File: src/rtl/uart3x_pkg.sv
package uart3x_pkg;

   localparam int unsigned TICKS_PER_BIT      = 3;
   localparam int unsigned FIRST_SAMPLE_TICKS = 4;

   typedef enum logic [1:0] {
      RX_IDLE,
      RX_DATA,
      RX_STOP,
      RX_HOLD
   } rx_state_e;

   typedef enum logic [1:0] {
      TX_IDLE,
      TX_ARM,
      TX_SEND
   } tx_state_e;

endpackage

File: src/rtl/uart3x_sync.sv
module uart3x_sync #(
   parameter int unsigned STAGES    = 2,
   parameter bit          RESET_VAL = 1'b1
) (
   input  logic clk,
   input  logic rst_n,
   input  logic d,
   output logic q
);
   logic [STAGES-1:0] chain;

   for (genvar i = 0; i < STAGES; i++) begin : g_stage
      if (i == 0) begin : g_first
         always_ff @(posedge clk or negedge rst_n) begin
            if (!rst_n) chain[0] <= RESET_VAL;
            else        chain[0] <= d;
         end
      end else begin : g_next
         always_ff @(posedge clk or negedge rst_n) begin
            if (!rst_n) chain[i] <= RESET_VAL;
            else        chain[i] <= chain[i-1];
         end
      end
   end

   assign q = chain[STAGES-1];
endmodule

File: src/rtl/uart3x_rx.sv
module uart3x_rx
   import uart3x_pkg::*;
#(
   parameter int unsigned DATA_W = 8
) (
   input  logic              clk,
   input  logic              rst_n,
   input  logic              tick,
   input  logic              rx_s,
   output logic [DATA_W-1:0] rx_data,
   output logic              rx_valid,
   output logic              rx_ferr
);
   localparam int unsigned CNT_W = 3;
   localparam int unsigned BIT_W = (DATA_W > 1) ? $clog2(DATA_W) : 1;

   rx_state_e         state;
   logic [CNT_W-1:0]  cnt;
   logic [BIT_W-1:0]  bit_idx;
   logic [DATA_W-1:0] shreg;

   always_ff @(posedge clk or negedge rst_n) begin
      if (!rst_n) begin
         state    <= RX_IDLE;
         cnt      <= '0;
         bit_idx  <= '0;
         shreg    <= '0;
         rx_data  <= '0;
         rx_valid <= 1'b0;
         rx_ferr  <= 1'b0;
      end else begin
         rx_valid <= 1'b0;
         if (tick) begin
            unique case (state)
               RX_IDLE: begin
                  if (!rx_s) begin
                     state   <= RX_DATA;
                     cnt     <= CNT_W'(FIRST_SAMPLE_TICKS - 1);
                     bit_idx <= '0;
                  end
               end
               RX_DATA: begin
                  if (cnt == '0) begin
                     shreg <= {rx_s, shreg[DATA_W-1:1]};
                     cnt   <= CNT_W'(TICKS_PER_BIT - 1);
                     if (bit_idx == BIT_W'(DATA_W - 1)) state <= RX_STOP;
                     else bit_idx <= bit_idx + 1'b1;
                  end else begin
                     cnt <= cnt - 1'b1;
                  end
               end
               RX_STOP: begin
                  if (cnt == '0) begin
                     rx_valid <= 1'b1;
                     rx_data  <= shreg;
                     rx_ferr  <= ~rx_s;
                     state    <= rx_s ? RX_IDLE : RX_HOLD;
                  end else begin
                     cnt <= cnt - 1'b1;
                  end
               end
               RX_HOLD: begin
                  if (rx_s) state <= RX_IDLE;
               end
               default: state <= RX_IDLE;
            endcase
         end
      end
   end


   rx_valid_on_tick_chk: assert property (@(posedge clk) disable iff (!rst_n)
      rx_valid |-> $past(tick));


   rx_valid_pulse_chk: assert property (@(posedge clk) disable iff (!rst_n)
      rx_valid |=> !rx_valid);


   rx_hold_no_start_chk: assert property (@(posedge clk) disable iff (!rst_n)
      (state == RX_HOLD && tick && !rx_s) |=> state == RX_HOLD);
endmodule

File: src/rtl/uart3x_tx.sv
module uart3x_tx
   import uart3x_pkg::*;
#(
   parameter int unsigned DATA_W = 8
) (
   input  logic              clk,
   input  logic              rst_n,
   input  logic              tick,
   input  logic [DATA_W-1:0] tx_data,
   input  logic              tx_valid,
   output logic              tx_ready,
   output logic              txd
);
   localparam int unsigned FRAME_W = DATA_W + 2;
   localparam int unsigned CNT_W   = 2;
   localparam int unsigned NB_W    = $clog2(FRAME_W);

   tx_state_e          state;
   logic [FRAME_W-1:0] sr;
   logic [NB_W-1:0]    nbits;
   logic [CNT_W-1:0]   cnt;

   assign tx_ready = (state == TX_IDLE);

   always_ff @(posedge clk or negedge rst_n) begin
      if (!rst_n) begin
         state <= TX_IDLE;
         sr    <= '1;
         nbits <= '0;
         cnt   <= '0;
         txd   <= 1'b1;
      end else begin
         unique case (state)
            TX_IDLE: begin
               if (tx_valid) begin
                  sr    <= {1'b1, tx_data, 1'b0};
                  state <= TX_ARM;
               end
            end
            TX_ARM: begin
               if (tick) begin
                  txd   <= sr[0];
                  sr    <= {1'b1, sr[FRAME_W-1:1]};
                  nbits <= NB_W'(FRAME_W - 1);
                  cnt   <= CNT_W'(TICKS_PER_BIT - 1);
                  state <= TX_SEND;
               end
            end
            TX_SEND: begin
               if (tick) begin
                  if (cnt == '0) begin
                     if (nbits == '0) begin
                        state <= TX_IDLE;
                     end else begin
                        txd   <= sr[0];
                        sr    <= {1'b1, sr[FRAME_W-1:1]};
                        nbits <= nbits - 1'b1;
                        cnt   <= CNT_W'(TICKS_PER_BIT - 1);
                     end
                  end else begin
                     cnt <= cnt - 1'b1;
                  end
               end
            end
            default: state <= TX_IDLE;
         endcase
      end
   end


   tx_idle_high_chk: assert property (@(posedge clk) disable iff (!rst_n)
      tx_ready |-> txd);


   tx_edge_on_tick_chk: assert property (@(posedge clk) disable iff (!rst_n)
      !$stable(txd) |-> $past(tick));


   tx_accept_drop_chk: assert property (@(posedge clk) disable iff (!rst_n)
      (tx_valid && tx_ready) |=> !tx_ready);
endmodule

File: src/rtl/uart3x.sv
module uart3x
   import uart3x_pkg::*;
#(
   parameter int unsigned DATA_W      = 8,
   parameter int unsigned SYNC_STAGES = 2
) (
   input  logic              clk,
   input  logic              rst_n,
   input  logic              tick,
   input  logic              rxd,
   output logic [DATA_W-1:0] rx_data,
   output logic              rx_valid,
   output logic              rx_ferr,
   input  logic [DATA_W-1:0] tx_data,
   input  logic              tx_valid,
   output logic              tx_ready,
   output logic              txd
);
   if (DATA_W < 5 || DATA_W > 9) begin : g_bad_width
      $error("uart3x: DATA_W must lie between 5 and 9");
   end
   if (SYNC_STAGES < 2) begin : g_bad_sync
      $error("uart3x: SYNC_STAGES must be at least 2");
   end

   logic rx_s;

   uart3x_sync #(.STAGES(SYNC_STAGES), .RESET_VAL(1'b1)) u_sync (
      .clk   (clk),
      .rst_n (rst_n),
      .d     (rxd),
      .q     (rx_s)
   );

   uart3x_rx #(.DATA_W(DATA_W)) u_rx (
      .clk      (clk),
      .rst_n    (rst_n),
      .tick     (tick),
      .rx_s     (rx_s),
      .rx_data  (rx_data),
      .rx_valid (rx_valid),
      .rx_ferr  (rx_ferr)
   );

   uart3x_tx #(.DATA_W(DATA_W)) u_tx (
      .clk      (clk),
      .rst_n    (rst_n),
      .tick     (tick),
      .tx_data  (tx_data),
      .tx_valid (tx_valid),
      .tx_ready (tx_ready),
      .txd      (txd)
   );
endmodule

File: config.mk
export PLATFORM = sky130hd
export DESIGN_NAME = uart3x
export DESIGN_NICKNAME = d
export VERILOG_FILES = /design/src/rtl/uart3x_pkg.sv /design/src/rtl/uart3x_sync.sv /design/src/rtl/uart3x_rx.sv /design/src/rtl/uart3x_tx.sv /design/src/rtl/uart3x.sv
export SDC_FILE = /design/constraint.sdc
export NUM_CORES = 1
export LEC_CHECK = 0
export BUFFER_PORTS_ARGS = -buffer_cell sky130_fd_sc_hd__buf_2
export CELL_PAD_IN_SITES_DETAIL_PLACEMENT = 0
export CELL_PAD_IN_SITES_GLOBAL_PLACEMENT = 2
export CORE_ASPECT_RATIO = 1.25
export CORE_MARGIN = 2
export CORE_UTILIZATION = 42
export DETAILED_ROUTE_END_ITERATION = 10
export PLACE_DENSITY = 0.8
export SYNTH_ARGS = -nofsm -noshare
export SYNTH_HDL_FRONTEND = slang
export SYNTH_SLANG_ARGS = --single-unit
File: constraint.sdc
create_clock -name clk -period 5.1 [get_ports clk]
set_input_delay 0.255 -clock clk [delete_from_list [all_inputs] [get_ports clk]]
set_output_delay 0.255 -clock clk [all_outputs]
set_load 0.05 [all_outputs]
Word-level counts from Yosys, hierarchy flattened:

Cells that the tools add are included.

* register bits after elaboration: 47
* input bits: 13
* output and inout port bits: 12

* add/subtract/negate cells: 4
* eq/ne operators: 20
* muxes and demuxes: 44
* bitwise operators: 1
* reduce and logical (&&, ||, !) cells: 18

Operator list (count)
* $mux W10: 5
* $pmux W10 S3: 1
* $mux W2: 14
* $mux W3: 6
* $mux W4: 4
* $ne A2 B2 Y1 const B: 8
* $reduce_and A5 Y1: 3
* $reduce_and A6 Y1: 2
* $ne A2 B1 Y1 const B: 5
* $pmux W3 S3: 1
* $pmux W2 S4: 1
* $pmux W4 S2: 1
* $reduce_and A4 Y1: 2
* $mux W1: 7
* $eq A2 B2 Y1 const B: 3
* $logic_not A2 Y1: 3
* $pmux W2 S3: 1
* $pmux W3 S2: 1
* $reduce_and A3 Y1: 2
* $reduce_bool A3 Y1: 2
* $eq A2 B1 Y1 const B: 2
* $logic_not A4 Y1: 1
* $pmux W2 S2: 1
* $reduce_bool A2 Y1: 2
* 9 further kinds: 9

Logic depth before layout (Yosys ltp):

* word-level depth: 5
* mapped depth: 7

By module:

A second synthesis with hierarchy kept.

* cell total of the unflattened synthesis: 197
* area total of the unflattened synthesis: 2431.1 µm²

Modules (own cells, without submodules)
* uart3x_rx: times used 1, cells an instance 104, area each 1272.5 µm², sequential area each 650.6 µm²
* uart3x_tx: times used 1, cells an instance 91, area each 1106.1 µm², sequential area each 462.9 µm²
* uart3x_sync: times used 1, cells an instance 2, area each 52.6 µm², sequential area each 52.6 µm²

Worst setup path before layout:

No wires, ideal clock.

* kind: register to register
* from: reg u_tx.state[0]
* to: reg u_tx.sr[1]
* library setup time: 82 ps
* arrival: 1843 ps
* required time: 5018 ps
* slack: 3175 ps
* stages on the path, launching flop included: 7
* buffers on the path: 0
* cell sequence: dfrtp_1 > inv_1 > ha_1 > nand2b_1 > nand3_4 > nor3_4 > mux2_2

* longest elaborated chain between the ends: 3
* elaborated cells between the ends (all ways): 11
* classes of those cells: 7 x eq/ne; 1 x mux; 3 x reduce/logical

Ends and longest elaborated chain
* start, declared: line uart3x_tx.sv:18 `tx_state_e state;`
* start signal, assigned: line uart3x_tx.sv:27 `state <= TX_IDLE;`
* start signal, assigned: line uart3x_tx.sv:37 `state <= TX_ARM;`
* start signal, assigned: line uart3x_tx.sv:46 `state <= TX_SEND;`
* $logic_not A2 Y1 (*)
* via tx_ready: line uart3x.sv:16 `output logic tx_ready,`
* $ne A2 B2 Y1 (no line) / $reduce_bool A3 Y1 (equally long branches)
* $reduce_and A6 Y1 (no line)
* end signal, assigned: line uart3x_tx.sv:36 `sr <= {1'b1, tx_data, 1'b0};`
* end signal, assigned: line uart3x_tx.sv:43 `sr <= {1'b1, sr[FRAME_W-1:1]};`
* end signal, assigned: line uart3x_tx.sv:56 `sr <= {1'b1, sr[FRAME_W-1:1]};`
* end, declared: line uart3x_tx.sv:19 `logic [FRAME_W-1:0] sr;`

The timed path passes the listed nets; every way through them passes the cells marked *.
A chain may end at the register's enable or synchronous reset.

Final worst setup path:

* from: reg u_tx.state[0]
* to: reg u_tx.sr[6]

* longest elaborated chain between the ends: 3
* elaborated cells between the ends (all ways): 11
* classes of those cells: 7 x eq/ne; 1 x mux; 3 x reduce/logical

Ends and longest elaborated chain
* $eq A2 B2 Y1 (tied with other cells): line uart3x_tx.sv:33 `unique case (state)`
* $ne A2 B1 Y1 (no line) (tied with other cells)
* $reduce_and A6 Y1 (no line)

Parallel ways exist; a longest one is shown, timed or not.

==> results.md <==
* Pwr/cell area at between 500 and 600 mW/mm^2
* Setup crit start: u_tx.state[0]
* Crit path to: u_tx.sr[6]
* Chip Height at about 88 um
* Area fraction in compound gates after synthesis at under 10%
* Synth top area cells: dfrtp_1 36%, mux2_2 16%, dfstp_2 13%
* Final Hold Fails at 0
* Clock latency on the worst-skew pair at 0.30 ns
* Worst Path Required at 5.32 ns
* Placed Cells at 287
* Hold Slack at 0.0489 ns
* Max VDD drop at 0.000249 V
* Fraction of registers with async set/reset at 100%
* First-pass GRT wire length at 7.58 mm
* Fin crit period at about 2.1 ns
* Mux cell area share after synthesis at 18.1%
* Layout Skew at 0.00831 ns
* Slew Viols, Final at 0
* Leakage at roughly 1.3 nW
* Total grt overflow at 0
* Reg-to-Reg End: u_tx.sr[6]
* Least-Margin Pin Slew at 1.00 ns
* Slowest cell on the critical path: dfrtp_1
* FF-to-FF setup slack at 3.04 ns
* Hold_buf cts at 0
* Post-CTS Setup Repair Bufs at 0
* Tot Pwr at 1.56 mW
* Residual DRC at 0
* Top-area cell type share of the netlist area at 35.8%
* Synth Register Bits at 46
* Post-synthesis simple-gate area fraction at 12.2%
* Port Buffer Count at 24
* Origin of the critical flop-to-flop path: u_tx.state[0]
* # resized after CTS at 0
* Diode count at 0
* Syn. warnings at 0
* Worst R2R Path Depth at 5
* TritonCTS Buffers at 5
* Avg Inst Size Synth at 11.8 um^2
* Worst min path class: input pin to flop
* Final net count at 262
* Drt total wl at 4.35 mm
* Fin crit share at roughly two fifths
* Final core utilization at about half
* Via count at 1555
* Crit start category: flop
* Adder-cell share of the synthesized area at 9.99%
* Filler instances at 497
* Iteration-0 DRC Markers at 69
* Ports at 25
* Vias in the first global route at between 1500 and 2000
* Yosys top cell by area: dfrtp_1
* Worst setup EP type: flop
* Fin cells at 295
* Crit path cell chain: inv_1, ha_1, and4bb_2, nor3_4, mux2_2
* Outcome: finished clean
* Htree depth at 2
* Synth Area in XOR/XNOR at 0%
* DR pass1 iterations at 4
* Max Clk Rate at about 490 MHz
* Initial antenna violation count at 0
* Max incr delay on CP at 0.44 ns
* DR vias/cell at around 5.3
* EDFF count, synth at 0
* Placer Congestion at 0.743
* Share of layout cells above drive strength 1 at 35.1%
* Rel. slew slack at around a third
* Final TNS setup at 0 ns
* Count of different cell masters after synthesis at 33
* Routed Antenna Nets at 0
* Top-count cell post-synth: dfrtp_1
* Largest family of logic cells by synthesized area: multiplexers
* Post-Syn Area at 0.00238 mm^2
* Die Width at ~71 um
* Largest net degree at the start of global routing at 47
* CTS root buf: clkbuf_8
* RSZ-0062 raised after global routing: false
* Die ar. at ~0.0063 mm^2
* Setup CP Type: flop to flop
* Worst path arrival time at about 2.3 ns
* Post-Synthesis Cells at around 200
* Total GRT Usage at 15.2%
* Worst-case clock buffer depth at 2
* Core area at ~0.0054 mm^2
* Synth top cells by count: 34 x dfrtp_1, 33 x mux2_2, 20 x inv_1
* Avg WL per Cell at 14.8 um
* CTS tree: yes
* Max_cap viols at 0
* Hold path cells at 1
* Row cnt at 30
* Post-synthesis sequential area ratio at between 40% and 50%
* Final setup violation count at 0
* Crit-path max FO at 9
* Synthesized Nets at 234
* Area growth, synth to finish at 11.8%
* DP HPWL at 3.25 mm
* Clock sink count at 46
* Synth Flop Type: dfrtp_1
* Clock-pin transition on the worst setup and hold timing paths at 0.09 ns
* Initial Util at between 40% and 50%
-- flip-flops by register name, summed over array words and instances, names as in the netlist --
| signal | cells |
|---|---|
| u_rx.bit_idx | 3 |
| u_rx.cnt | 3 |
| u_rx.rx_data | 8 |
| u_rx.rx_ferr | 1 |
| u_rx.rx_valid | 1 |
| u_rx.shreg | 8 |
| u_rx.state | 2 |
| u_sync.chain | 1 |
| u_sync.q | 1 |
| u_tx.cnt | 2 |
| u_tx.nbits | 4 |
| u_tx.sr | 9 |
| u_tx.state | 2 |
| u_tx.txd | 1 |
-- routing by layer --
layer / global-route usage (%) / part of all wire, % / vias up
li1: - / - / 758
met1: 15.3 / 40 / 766
met2: 30.1 / 55 / 23
met3: 3.34 / 3.1 / 8
met4: 6.00 / 1.9 / 0
met5: 0 / 0 / -
-- kinds of logic (layout without fill, tap and decap cells) --
group           Yosys count  in the layout
fa+ha+maj                19             19
buf+inv                  23             52
mux                      39             39
compound gates           24             24
simple gates             51             51
flops                    46             46
-- stage by stage --
stage	setup WS (ns)	instance area, um^2
2_1_floorplan	3.18	2380
5_1_grt	2.92	2660
4_1_cts	3.03	2660
3_3_place_gp	3.15	2570
6_report	3.04	2660
3_5_place_dp	3.06	2570
-- worst min-delay path by stage --
stage | slack [ns] | startpoint | endpoint
3_3_place_gp | 0.35 | u_sync.chain[0] | u_sync.q
5_1_grt | 0.02 | rxd | u_sync.chain[0]
4_1_cts | 0.04 | rxd | u_sync.chain[0]
6_report | 0.05 | rxd | u_sync.chain[0]
2_1_floorplan | -0.04 | rst_n | u_rx.bit_idx[0]
3_5_place_dp | 0.35 | u_sync.chain[0] | u_sync.q
-- critical path, delay by kind of cell, from the launching register on --
family                     cells  cell delay, ns
adders and majority gates      1            0.31
buffers and inverters          1            0.12
DFF                            1            0.44
muxes                          1            0.40
and+or+nand+nor                2            0.72
-- final cells by class --
cell class / instances / area [um^2] / share of cell area (%)
well taps: 64 / 80.1 / 3.01
multi-input cells: 133 / 1130 / 42.3
clock inverters: 3 / 25.0 / 0.940
repair buffers: 24 / 120 / 4.51
clock buffers: 5 / 68.8 / 2.59
inverters: 20 / 75.1 / 2.82
flip-flops and latches: 46 / 1170 / 43.8
-- power by group --
| part | switching [mW] | internal (mW) | leakage, nW |
|---|---|---|---|
| registers | 0.0730 | 0.501 | 0.569 |
| logic | 0.418 | 0.331 | 0.692 |
| clock network | 0.133 | 0.0991 | 0.0447 |
-- cell usage in the layout (no fill, tap or decap) --
master	instances
nand4b_1	2
o21bai_4	1
and3b_1	1
nand4_1	2
nand3_4	1
o311a_1	1
nor3_4	1
o2111ai_1	2
dfstp_2	12
and3_1	1
o22ai_1	1
ha_1	19
clkinvlp_4	1
mux2_2	33
nor3_1	1
nor2b_1	3
a2bb2oi_1	1
a222oi_1	1
a41oi_1	1
inv_1	20
nor2_1	4
nand2_1	18
buf_2	24
and4bb_2	1
a21oi_1	6
a211oi_1	1
mux2i_1	6
and4_1	1
clkbuf_8	5
o21ai_0	8
inv_6	1
dfrtp_1	34
nand2b_1	7
nand3_1	8
clkinv_4	1
a22o_1	1
Note: power is estimated with default switching activity, not from simulation.
